==> config.mk <==
export PLATFORM = sky130hd
export DESIGN_NAME = scl_clkgen
export DESIGN_NICKNAME = d
export VERILOG_FILES = /design/src/rtl/scl_gen_pkg.sv /design/src/rtl/scl_in_sync.sv /design/src/rtl/scl_phase_timer.sv /design/src/rtl/scl_pulse_counter.sv /design/src/rtl/scl_clkgen.sv
export SDC_FILE = /design/constraint.sdc
export NUM_CORES = 1
export LEC_CHECK = 0
export CAP_MARGIN = 20
export CORE_MARGIN = 2
export CORE_UTILIZATION = 35
export DETAILED_ROUTE_END_ITERATION = 8
export HOLD_SLACK_MARGIN = 0.08
export PLACE_DENSITY_LB_ADDON = 0.1
export SYNTH_ARGS = -nofsm -noshare
export SYNTH_HDL_FRONTEND = slang
export SYNTH_SLANG_ARGS = --single-unit
==> constraint.sdc <==
create_clock -name clk -period 2.03 [get_ports clk]
set_clock_uncertainty 0.15 [all_clocks]
set_input_delay 0.203 -clock clk [delete_from_list [all_inputs] [get_ports clk]]
set_output_delay 0.203 -clock clk [all_outputs]
set_load 0.05 [all_outputs]
==> src/rtl/scl_gen_pkg.sv <==
package scl_gen_pkg;

    typedef enum logic [1:0] {
        ST_IDLE       = 2'd0,
        ST_LOW_COUNT  = 2'd1,
        ST_WAIT_HIGH  = 2'd2,
        ST_HIGH_COUNT = 2'd3
    } scl_state_e;

    typedef struct packed {
        scl_state_e state;
        logic       rise;
        logic       fall;
        logic       seen_low;
    } scl_fsm_t;

    localparam int unsigned PULSES_PER_BYTE = 9;
    localparam int unsigned SYNC_STAGES     = 2;

endpackage

==> src/rtl/scl_in_sync.sv <==
module scl_in_sync #(
    parameter int unsigned STAGES = 2
) (
    input  logic clk,
    input  logic rst_n,
    input  logic scl_raw,
    output logic scl_s
);
    logic [STAGES-1:0] sync_d, sync_q;

    always_comb begin
        sync_d = {sync_q[STAGES-2:0], scl_raw};
    end

    always_ff @(posedge clk or negedge rst_n) begin
        if (!rst_n) sync_q <= '1;
        else        sync_q <= sync_d;
    end

    assign scl_s = sync_q[STAGES-1];

endmodule

==> src/rtl/scl_phase_timer.sv <==
module scl_phase_timer #(
    parameter int unsigned CW = 8
) (
    input  logic          clk,
    input  logic          rst_n,
    input  logic          load,
    input  logic [CW-1:0] load_val,
    output logic          done
);
    logic [CW-1:0] cnt_d, cnt_q;

    always_comb begin
        cnt_d = cnt_q;
        if (load)
            cnt_d = load_val;
        else if (cnt_q > CW'(1))
            cnt_d = cnt_q - CW'(1);
    end

    always_ff @(posedge clk or negedge rst_n) begin
        if (!rst_n) cnt_q <= CW'(1);
        else        cnt_q <= cnt_d;
    end

    assign done = (cnt_q == CW'(1));

    // a loaded phase length is never zero
    p_load_nonzero_r2: assert property (@(posedge clk) disable iff (!rst_n)
        load |=> (cnt_q != '0));

endmodule

==> src/rtl/scl_pulse_counter.sv <==
module scl_pulse_counter #(
    parameter int unsigned COUNT = 9
) (
    input  logic clk,
    input  logic rst_n,
    input  logic inc,
    input  logic clr,
    output logic full
);
    localparam int unsigned W = $clog2(COUNT + 1);

    logic [W-1:0] cnt_d, cnt_q;

    always_comb begin
        cnt_d = cnt_q;
        if (clr)      cnt_d = '0;
        else if (inc) cnt_d = cnt_q + W'(1);
    end

    always_ff @(posedge clk or negedge rst_n) begin
        if (!rst_n) cnt_q <= '0;
        else        cnt_q <= cnt_d;
    end

    assign full = (cnt_q == W'(COUNT));

    // the byte counter never steps past the last pulse
    p_no_overflow_r7: assert property (@(posedge clk) disable iff (!rst_n)
        (inc && !clr) |-> !full);

endmodule

==> src/rtl/scl_clkgen.sv <==
module scl_clkgen
    import scl_gen_pkg::*;
#(
    parameter int unsigned CW = 8
) (
    input  logic          clk,
    input  logic          rst_n,
    input  logic          master_en,
    input  logic [CW-1:0] low_period,
    input  logic [CW-1:0] high_period,
    input  logic          scl_in,
    input  logic          irq_flag,
    output logic          scl_drive_low,
    output logic          rise_stb,
    output logic          fall_stb
);
    scl_fsm_t      fsm_d, fsm_q;
    logic          scl_s;
    logic          tmr_load, tmr_done;
    logic [CW-1:0] tmr_val;
    logic [CW-1:0] low_eff, high_eff;
    logic          pc_inc, pc_clr, pc_full;

    scl_in_sync #(.STAGES(SYNC_STAGES)) u_sync (
        .clk    (clk),
        .rst_n  (rst_n),
        .scl_raw(scl_in),
        .scl_s  (scl_s)
    );

    scl_phase_timer #(.CW(CW)) u_timer (
        .clk     (clk),
        .rst_n   (rst_n),
        .load    (tmr_load),
        .load_val(tmr_val),
        .done    (tmr_done)
    );

    scl_pulse_counter #(.COUNT(PULSES_PER_BYTE)) u_pulses (
        .clk  (clk),
        .rst_n(rst_n),
        .inc  (pc_inc),
        .clr  (pc_clr),
        .full (pc_full)
    );

    assign low_eff  = (low_period  == '0) ? CW'(1) : low_period;
    assign high_eff = (high_period == '0) ? CW'(1) : high_period;

    always_comb begin
        fsm_d      = fsm_q;
        fsm_d.rise = 1'b0;
        fsm_d.fall = 1'b0;
        tmr_load   = 1'b0;
        tmr_val    = low_eff;
        pc_inc     = 1'b0;
        pc_clr     = 1'b0;
        if (!master_en) begin
            fsm_d.state = ST_IDLE;
            pc_clr      = 1'b1;
        end else begin
            case (fsm_q.state)
                ST_IDLE: begin
                    fsm_d.state    = ST_WAIT_HIGH;
                    fsm_d.seen_low = 1'b1;
                    pc_clr         = 1'b1;
                end
                ST_WAIT_HIGH: begin
                    if (!scl_s) begin
                        fsm_d.seen_low = 1'b1;
                    end else if (fsm_q.seen_low) begin
                        fsm_d.state = ST_HIGH_COUNT;
                        fsm_d.rise  = 1'b1;
                        tmr_load    = 1'b1;
                        tmr_val     = high_eff;
                    end
                end
                ST_HIGH_COUNT: begin
                    if (!scl_s || tmr_done) begin
                        fsm_d.state    = ST_LOW_COUNT;
                        fsm_d.fall     = 1'b1;
                        fsm_d.seen_low = 1'b0;
                        tmr_load       = 1'b1;
                        tmr_val        = low_eff;
                        pc_inc         = 1'b1;
                    end
                end
                ST_LOW_COUNT: begin
                    if (!scl_s) fsm_d.seen_low = 1'b1;
                    if (tmr_done && !(pc_full && irq_flag)) begin
                        fsm_d.state = ST_WAIT_HIGH;
                        pc_clr      = pc_full;
                    end
                end
                default: fsm_d.state = ST_IDLE;
            endcase
        end
    end

    always_ff @(posedge clk or negedge rst_n) begin
        if (!rst_n) begin
            fsm_q.state    <= ST_IDLE;
            fsm_q.rise     <= 1'b0;
            fsm_q.fall     <= 1'b0;
            fsm_q.seen_low <= 1'b1;
        end else begin
            fsm_q <= fsm_d;
        end
    end

    assign scl_drive_low = (fsm_q.state == ST_LOW_COUNT);
    assign rise_stb      = fsm_q.rise;
    assign fall_stb      = fsm_q.fall;

    // disabling releases the line on the next cycle
    p_release_off_r1: assert property (@(posedge clk) disable iff (!rst_n)
        !master_en |=> !scl_drive_low);

    // the two edge strobes are mutually exclusive
    p_strobe_excl_r6: assert property (@(posedge clk) disable iff (!rst_n)
        !(rise_stb && fall_stb));

    // a HIGH phase starts only after a synchronized high level
    p_rise_after_high_r3: assert property (@(posedge clk) disable iff (!rst_n)
        rise_stb |-> $past(scl_s));

    // a bus low seen during HIGH forces the LOW phase
    p_foreign_cut_r4: assert property (@(posedge clk) disable iff (!rst_n)
        (fsm_q.state == ST_HIGH_COUNT && !scl_s && master_en) |=> (scl_drive_low && fall_stb));

    // a byte-boundary hold persists while the flag is set
    p_hold_byte_r7: assert property (@(posedge clk) disable iff (!rst_n)
        (scl_drive_low && pc_full && irq_flag && master_en) |=> scl_drive_low);

endmodule

==> impl_metrics.py, run 1 <==
metrics = {
    "final_layout": {
        "drive_gt1_share_pct": 18.6,
        "antenna_cells": 0,
        "fin_nets": 197,
        "area_growth_pct": 32.2,
        "n_fill_cell": 358,
    },
    "synthesis": {
        "yosysTopAreaCell": "dfrtp_1",
        "synth_edf_count": 0,
        "synth_area_um2": 1230,
        "ys_async_sr_fraction_pct": 100,
        "synth_area_leaders": "dfrtp_1 (31%), dfstp_2 (8.6%), ha_1 (8.1%)",
        "synth_cell_types": 45,
        "synthCells": 131,
        "yosysWarnings": 0,
        "synth_nets": 160,
        "yosysTopAreaCellShare_pct": 30.5,
        "seq_area_frac_synth_pct": 39.1,
        "synth_seq_cells": 19,
        "ys.flop_type": "dfrtp_1",
        "syn_avg_cell_area_um2": 9.38,
    },
    "critical_path": {
        "rr_worst_depth": 5,
        "cp-startpoint": "u_timer.cnt_q[0]",
        "crit_fanout": 5,
        "max_stage_delay_ns": 0.59,
        "path_delay_family": "compound AO/OA/AOI/OAI gates",
        "cp_cell_sequence": "ha_1 -> nand3_2 -> a221o_1 -> a31oi_2 -> o221a_2",
        "rrSetupSlack_ns": 0.09,
        "start_kind": "flop",
        "endpoint": "fsm_q[4]",
        "worstSetupPathType": "reg2reg",
        "cp_data_arrival_time_ns": 2.05,
        "critical_path.slowest_cell": "dfstp_2",
        "cp.depth": 5,
        "r2r_start": "u_timer.cnt_q[0]",
        "crit_required_ns": 2.14,
        "cp-end-kind": "flop",
        "critical_path_buf_inv_count": 0,
        "timing.rr.end": "fsm_q[4]",
    },
    "grt": {
        "grt_pass1_vias": 1161,
        "grt-ovfl-total": 0,
        "grt_max_degree": 20,
        "antenna_found_initial": 0,
        "grt_use_total_pct": 16.6,
        "grt_pass1_wl_um": 5200,
    },
    "sta": {
        "holdWs_ns": 0.130,
        "finalHoldViolations": 0,
        "finalWorstSetupSlack_ns": 0.0917,
        "slew_viol_final": 0,
        "finalCritPeriodShare_pct": 95.5,
        "setup_violations": 0,
        "max_slew.worst_pin.slew_ns": 0.521,
        "maxSlewHeadroom_pct": 65.2,
        "setup_tns_ns": 0,
        "min_period_ns": 1.94,
        "max_freq_mhz": 516,
        "rsz0062_at_grt": "no",
    },
    "outcome": {
        "status": "complete, no violations",
    },
    "clocking": {
        "clk_latency_ns": 0.31,
        "clock_sinks": 19,
        "cts.clk_slew.worst_paths_ns": 0.13,
        "htreeDepth": 1,
        "clockRootBuffer": "clkbuf_4",
        "cts_buffers": 3,
        "cts_buffer_depth": 2,
        "tritoncts": "built",
    },
    "power_and_ir_drop": {
        "p_per_area_nw_per_um2": 1030,
        "ir_drop_mv": 0.390,
        "leakage_nw": 0.693,
        "power_w": 0.00167,
    },
    "place": {
        "dp_hpwl_um": 2390,
        "post-place-ws_ns": 0.0837,
        "gp_congestion": 0.846,
        "port_buffers": 23,
    },
    "floorplan": {
        "die-area_um2": 4000,
        "fp.dieW_um": 63.3,
        "row_count": 21,
        "ioPinCount": 24,
        "start_util_pct": 36.5,
        "core_um2": 3360,
        "die_h_um": 63.3,
    },
    "routing": {
        "viasPerCell": 5.26,
        "drt-initial-drc-count": 62,
        "drtAntennaViolNets": 0,
        "firstDrtPassIters": 4,
        "via_count": 1121,
        "drt_wl_total_um": 3060,
        "wl_per_cell_um": 14.4,
        "drc_errors": 0,
    },
    "job": {
        "max_cap_viol_count": 0,
    },
    "min_path": {
        "hp-class": "in2reg",
        "hold_start": "scl_in",
    },
}
## worst min-delay path by stage
stage / depth (start not counted) / to / slack [ns]
2_1_floorplan: 0 / fall_stb / -0.24
3_3_place_gp: 0 / u_sync.sync_q[1] / 0.20
3_5_place_dp: 0 / u_sync.sync_q[1] / 0.20
4_1_cts: 1 / u_sync.sync_q[0] / 0.12
5_1_grt: 1 / u_sync.sync_q[0] / 0.12
6_report: 1 / u_sync.sync_q[0] / 0.13
## per-stage QoR
stage                     area, µm²  std cells  util [%]
final                          1620        213      48.3
after global routing           1620        213      48.3
after CTS                      1600        211      47.6
after detailed placement       1560        206      46.4
after global placement         1560        206      46.4
after floorplan                1230        131         -
## repair_timing
item,CTS,global route
setup endpoints to repair,0,10
buffers inserted,0,2
hold buffers,1,0
gates resized for setup,0,2
endpoints found under the hold margin,10,0
## cells by family (layout without fill, tap and decap cells)
| group | count (synthesis) | after routing | share of synthesized area [%] |
|---|---|---|---|
| AND/OR/NAND/NOR | 52 | 52 | 22.0 |
| XOR/XNOR | 8 | 8 | 5.70 |
| adder cells (fa/ha/maj) | 8 | 8 | 8.15 |
| multiplexers | 1 | 1 | 0.815 |
| buffers and inverters | 12 | 48 | 4.48 |
| AO/OA/AOI/OAI | 31 | 31 | 19.8 |
| flip-flops | 19 | 19 | 39.1 |
## cells in the mapped netlist, types with 2 or more instances
cell      number
a31oi_1        5
a21boi_0       2
o21ai_0        4
a22oi_1        2
a32oi_1        2
ha_1           8
a211oi_1       2
a21oi_1        3
o221a_2        2
nor4_1         2
nor3_1         3
dfrtp_1       15
xor2_1         4
nand2b_1       2
xnor2_1        4
nand3_1        4
nand3b_1       2
dfstp_2        4
nand2_1       20
nor2_1         9
inv_1          8
## cell type report
class                   count  area (µm²)  share of cell area [%]
multi-input cells         100         699                    43.1
flip-flops and latches     19         482                    29.7
repair buffers             35         320                    19.7
well taps                  46        57.6                    3.54
inverters                   9        35.0                    2.16
clock buffers               3        22.5                    1.39
clock inverters             1        7.51                   0.462
## sequential cells by signal, summed over array words and instances, names as in the netlist
| signal | count |
|---|---|
| u_sync.sync_q | 2 |
| fall_stb | 1 |
| fsm_q | 3 |
| u_timer.cnt_q | 8 |
| rise_stb | 1 |
| u_pulses.cnt_q | 4 |
## cell usage in the layout (no fill, tap or decap), types with 8 or more instances in the layout
cell and n:
buf_4 12, clkdlybuf4s50_1 22, nand2_1 20, nor2_1 9
dfrtp_1 14, ha_1 8, inv_1 8
## worst register-to-register path: stages, from the launching register on
cell     delay (ns)
dfstp_2        0.59
ha_1           0.21
nand3_2        0.13
a221o_1        0.42
a31oi_2        0.19
o221a_2        0.21
## report_power, final
group | internal (W) | switching (W) | total, W
Sequential | 0.000501 | 0.000147 | 0.000648
Clock | 0.0000750 | 0.000133 | 0.000208
Combinational | 0.000394 | 0.000422 | 0.000816
Total | 0.000971 | 0.000701 | 0.00167
## metal layers
layer | vias to the layer above | wire length (µm) | GRT usage [%]
met1 | 531 | 1410 | 20.6
li1 | 548 | - | -
met4 | 0 | 36 | 6.79
met5 | - | 0 | 0
met2 | 38 | 1450 | 28.1
met3 | 4 | 165 | 3.57
Power figures use the tool's default switching activity.
==> run 2, diff against run 1 <==
Settings changed: RECOVER_POWER set to 100.
==> run 2 against run 1 <==
Net effect:
- cell count unchanged
- clock-buffer cell count unchanged
- utilization decreased by 0.41 points
- design area decreased by 0.85%
- global-route usage unchanged
- via count about the same
- total power decreased by 1.2%
- critical endpoint unchanged
- largest power group unchanged
==> impl_metrics.py, run 2 (synthesis gave the netlist of run 1 again) <==
metrics = {
    "final_layout": {
        "fin_nets": 197,
        "finalInstanceArea_um2": 1610,
        "antenna_cells": 0,
        "top_regs": "u_timer.cnt_q x8, u_pulses.cnt_q x4, fsm_q x3",
        "layout_commonest_cell": "nand2_1",
        "n_fill_cell": 363,
        "regMostFlops": "u_timer.cnt_q",
        "drive_gt1_share_pct": 18.6,
        "final_cell_mix": "nand2_1 (20), clkdlybuf4s50_1 (18), dfrtp_1 (14), buf_4 (10), nor2_1 (9)",
        "largest_reg_flops": 8,
        "area_growth_pct": 31.1,
        "multi_input_area_um2": 691,
        "seq_area_um2": 482,
    },
    "power_and_ir_drop": {
        "pwr-share-seq_pct": 39.2,
        "ir_drop_mv": 0.389,
        "p_per_area_nw_per_um2": 1030,
        "leakage_nw": 0.698,
        "clockPowerShare_pct": 12.6,
        "p_sw_w": 0.000689,
        "power.internal_w": 0.000964,
        "combPwrFrac_pct": 48.2,
        "swShare_pct": 41.7,
    },
    "place": {
        "port_buffers": 23,
        "gp_congestion": 0.846,
        "dp_hpwl_um": 2390,
        "placed_area_um2": 1560,
    },
    "sta": {
        "setup_violations": 0,
        "finalCritPeriodShare_pct": 97.2,
        "max_freq_mhz": 507,
        "holdWs_ns": 0.216,
        "max_slew.worst_pin.slew_ns": 0.528,
        "slew_viol_final": 0,
        "min_period_ns": 1.97,
        "maxSlewHeadroom_pct": 64.7,
        "finalHoldViolations": 0,
    },
    "grt": {
        "grt_use_total_pct": 16.6,
        "grt_max_degree": 20,
        "grt_pass1_wl_um": 5200,
        "grt-ovfl-total": 0,
        "grt_pass1_vias": 1161,
        "antenna_found_initial": 0,
    },
    "routing": {
        "drt-initial-drc-count": 56,
        "drt_wl_total_um": 3050,
        "highest_layer": "met4",
        "route.met3.wl_um": 163,
        "drtAntennaViolNets": 0,
        "drc_errors": 0,
        "wl_met2_um": 1450,
        "firstDrtPassIters": 4,
        "viasPerCell": 5.26,
        "drt-met1-wl_um": 1400,
        "wl_per_cell_um": 14.3,
        "via_count": 1120,
    },
    "critical_path": {
        "crit_required_ns": 2.09,
        "crit_fanout": 5,
        "cp_data_arrival_time_ns": 2.04,
        "start_kind": "flop",
        "rrSetupSlack_ns": 0.06,
        "cp-end-kind": "flop",
        "worstSetupPathType": "reg2reg",
    },
    "clocking": {
        "clock_sinks": 19,
        "cts.clk_slew.worst_paths_ns": 0.13,
        "clk_latency_ns": 0.31,
        "cts_buffers": 3,
        "tritoncts": "built",
        "clockRootBuffer": "clkbuf_4",
        "htreeDepth": 1,
        "cts_buffer_depth": 2,
    },
    "floorplan": {
        "start_util_pct": 36.5,
        "die_h_um": 63.3,
        "fp.dieW_um": 63.3,
        "core_um2": 3360,
        "ioPinCount": 24,
        "die-area_um2": 4000,
        "row_count": 21,
    },
    "job": {
        "max_cap_viol_count": 0,
    },
    "outcome": {
        "status": "complete, no violations",
    },
    "min_path": {
        "hp-class": "reg2reg",
    },
}
## run 2: final cells by class
| type | instances | share of cell area (%) |
|---|---|---|
| timing repair buffer | 35 | 19.6 |
| clock inverter | 1 | 0.466 |
| inverter | 9 | 2.18 |
| sequential | 19 | 29.9 |
| multi-input combinational | 100 | 42.9 |
| clock buffer | 3 | 1.40 |
| tap | 46 | 3.57 |
## run 2: path summary, 6_finish.rpt
kind,depth (start not counted),endpoint,start
worst min-delay path,0,u_sync.sync_q[1],u_sync.sync_q[0]
worst max register to register,5,fsm_q[4],u_timer.cnt_q[3]
max in group asynchronous,3,u_timer.cnt_q[0],rst_n
min in group asynchronous,3,u_pulses.cnt_q[2],rst_n
worst max-delay path,5,fsm_q[4],u_timer.cnt_q[3]
worst min register to register,0,u_sync.sync_q[1],u_sync.sync_q[0]
## run 2: worst max-delay path, stage by stage, from the launching register on
cell	delay [ns]
dfrtp_2	0.49
or3_4	0.39
o31ai_2	0.31
buf_4	0.18
nand3b_1	0.08
o221a_2	0.28
## run 2: metal layers
metal	vias to the layer above	track usage [%]
li1	547	-
met1	532	20.6
met2	37	28.1
met3	4	3.57
met4	0	6.79
met5	-	0
## run 2: stage by stage
step	TNS [ns]	cells	worst slack, ns	power (W)	util, %
floorplan	0	131	0.0393	0.00117	-
finish	0	213	0.0576	0.00165	47.9
CTS	0	211	0.0806	0.00166	47.6
global placement	0	206	0.146	0.00144	46.4
detailed placement	0	206	0.0837	0.00145	46.4
global route	-0.00982	213	-0.00982	0.00180	47.9
## run 2: power groups by stage
stage	Sequential [W]	Clock (W)	Combinational, W
floorplan	0.000626	0	0.000547
global placement	0.000644	0	0.000794
detailed placement	0.000651	0	0.000801
CTS	0.000643	0.000213	0.000807
global route	0.000667	0.000239	0.000895
finish	0.000648	0.000208	0.000797
## run 2: timing repair
item | in CTS | in global routing
buffers inserted | 0 | 2
hold endpoints to repair | 10 | 0
resized for setup | 0 | 2
hold buffers | 1 | 0
setup endpoints to repair | 0 | 10
==> run 3, diff against run 2 <==
--- a/constraint.sdc
+++ b/constraint.sdc
@@ -3,3 +3,3 @@
 set_input_delay 0.203 -clock clk [delete_from_list [all_inputs] [get_ports clk]]
 set_output_delay 0.203 -clock clk [all_outputs]
-set_load 0.05 [all_outputs]
+set_load 0.005 [all_outputs]
==> run 3 against run 2 <==
Net effect:
- design area rose by 0.62%
- sequential share of layout area decreased by 0.26 points
- non-clock buffer count did not move
- critical endpoint unchanged
- largest cell class unchanged
==> impl_metrics.py, run 3 (synthesis gave the netlist of run 1 again) <==
metrics = {
    "floorplan": {
        "die_h_um": 63.3,
        "core_um2": 3360,
        "ioPinCount": 24,
        "start_util_pct": 36.5,
        "die-area_um2": 4000,
        "row_count": 21,
        "fp.dieW_um": 63.3,
    },
    "job": {
        "max_cap_viol_count": 0,
    },
    "sta": {
        "setup_violations": 0,
        "slew_viol_final": 0,
        "maxSlewHeadroom_pct": 67.3,
        "holdWs_ns": 0.213,
        "max_freq_mhz": 517,
        "finalCritPeriodShare_pct": 95.3,
        "max_slew.worst_pin.slew_ns": 0.490,
        "min_period_ns": 1.93,
        "finalHoldViolations": 0,
        "finalWorstSetupSlack_ns": 0.0961,
    },
    "routing": {
        "viasPerCell": 5.15,
        "wl_per_cell_um": 13.8,
        "drtAntennaViolNets": 0,
        "drt_wl_total_um": 2950,
        "via_count": 1098,
        "firstDrtPassIters": 4,
        "drt-initial-drc-count": 52,
        "drc_errors": 0,
    },
    "clocking": {
        "cts_buffer_depth": 2,
        "htreeDepth": 1,
        "clockRootBuffer": "clkbuf_4",
        "tritoncts": "built",
        "clock_sinks": 19,
        "cts_buffers": 3,
        "cts.clk_slew.worst_paths_ns": 0.12,
        "clk_latency_ns": 0.29,
    },
    "critical_path": {
        "critical_path.slowest_cell": "dfstp_2",
        "worstSetupPathType": "reg2reg",
        "max_stage_delay_ns": 0.59,
        "cp_data_arrival_time_ns": 2.03,
        "start_kind": "flop",
        "cp-end-kind": "flop",
        "crit_required_ns": 2.12,
        "crit_fanout": 5,
        "cp_cell_sequence": "ha_1 -> nand3_2 -> a221o_1 -> a31oi_2 -> o221a_2",
    },
    "grt": {
        "grt_pass1_vias": 1156,
        "grt-ovfl-total": 0,
        "grt_pass1_wl_um": 5130,
        "grt_use_total_pct": 16.3,
        "antenna_found_initial": 0,
        "grt_max_degree": 20,
    },
    "final_layout": {
        "regMostFlops": "u_timer.cnt_q",
        "fin_util_pct": 48.2,
        "largest_reg_flops": 8,
        "n_fill_cell": 369,
        "area_growth_pct": 31.9,
        "antenna_cells": 0,
        "layout_commonest_cell": "nand2_1",
        "drive_gt1_share_pct": 17.4,
        "top_regs": "u_timer.cnt_q x8, u_pulses.cnt_q x4, fsm_q x3",
        "final_cell_mix": "nand2_1 (20), clkdlybuf4s50_1 (19), dfrtp_1 (15), buf_4 (10), nor2_1 (9)",
        "fin_nets": 197,
    },
    "place": {
        "port_buffers": 23,
        "dp_hpwl_um": 2370,
        "gp_congestion": 0.852,
        "post-place-ws_ns": 0.0916,
    },
    "min_path": {
        "hp-class": "reg2reg",
    },
    "power_and_ir_drop": {
        "leakage_nw": 0.703,
        "p_per_area_nw_per_um2": 998,
        "ir_drop_mv": 0.388,
    },
    "outcome": {
        "status": "complete, no violations",
    },
}
run 3: cell count changes in the layout (fill, tap and decap cells not counted):
| cell | delta |
|---|---|
| o31ai_2 | -1 |
| dfrtp_2 | -1 |
| dfrtp_1 | +1 |
| clkbuf_2 | -1 |
| o31ai_4 | +1 |
| clkinvlp_4 | -1 |
| clkdlybuf4s50_1 | +1 |
| clkinv_2 | +1 |
run 3: through the flow:
stage | cell area (µm²) | std cells | power [W] | TNS, ns
2_1_floorplan | 1230 | 131 | 0.00114 | 0
3_3_place_gp | 1560 | 206 | 0.00141 | 0
3_5_place_dp | 1560 | 206 | 0.00142 | 0
4_1_cts | 1600 | 211 | 0.00163 | 0
5_1_grt | 1620 | 213 | 0.00177 | -0.00391
6_report | 1620 | 213 | 0.00162 | 0
run 3: final timing paths:
path,startpoint,end,slack [ns],depth (start not counted)
max,u_timer.cnt_q[0],fsm_q[4],0.1,5
min,u_sync.sync_q[0],u_sync.sync_q[1],0.21,0
max reg2reg,u_timer.cnt_q[0],fsm_q[4],0.1,5
min reg2reg,u_sync.sync_q[0],u_sync.sync_q[1],0.21,0
max in group asynchronous,rst_n,u_sync.sync_q[1],0.60,3
min in group asynchronous,rst_n,fsm_q[3],0.77,3
run 3: layer usage:
| layer | share of wire [%] | routed length, µm | global-route usage [%] |
|---|---|---|---|
| met4 | 0.65 | 19 | 4.08 |
| met2 | 48 | 1410 | 28.9 |
| met5 | 0 | 0 | 0 |
| met1 | 45 | 1340 | 20.2 |
| met3 | 6.0 | 178 | 3.21 |
run 3: final cells by class:
cell class | count | area [µm²] | share of cell area (%)
Tap cell | 46 | 57.6 | 3.55
Inverter | 9 | 35.0 | 2.16
Clock inverter | 1 | 5.00 | 0.309
Sequential cell | 19 | 480 | 29.7
Multi-Input combinational cell | 100 | 699 | 43.2
Timing Repair Buffer | 35 | 320 | 19.8
Clock buffer | 3 | 22.5 | 1.39
run 3: worst max-delay path, delay by kind of cell, from the launching register on:
| kind | cells | cell delay [ns] |
|---|---|---|
| fa+ha+maj | 1 | 0.21 |
| flops | 1 | 0.59 |
| compound gates | 3 | 0.82 |
| simple gates | 1 | 0.12 |
run 3: repair_timing:
action,4_1_cts,5_1_grt
resized for setup,0,1
hold endpoints to repair,9,0
hold buffers,1,0
setup endpoints to repair,0,9
buffers inserted,0,2
run 3: report_power, final:
part / switching [W] / internal (W) / total (W)
logic: 0.000386 / 0.000393 / 0.000779
clock network: 0.000123 / 0.0000733 / 0.000196
registers: 0.000142 / 0.000499 / 0.000642
total: 0.000651 / 0.000966 / 0.00162
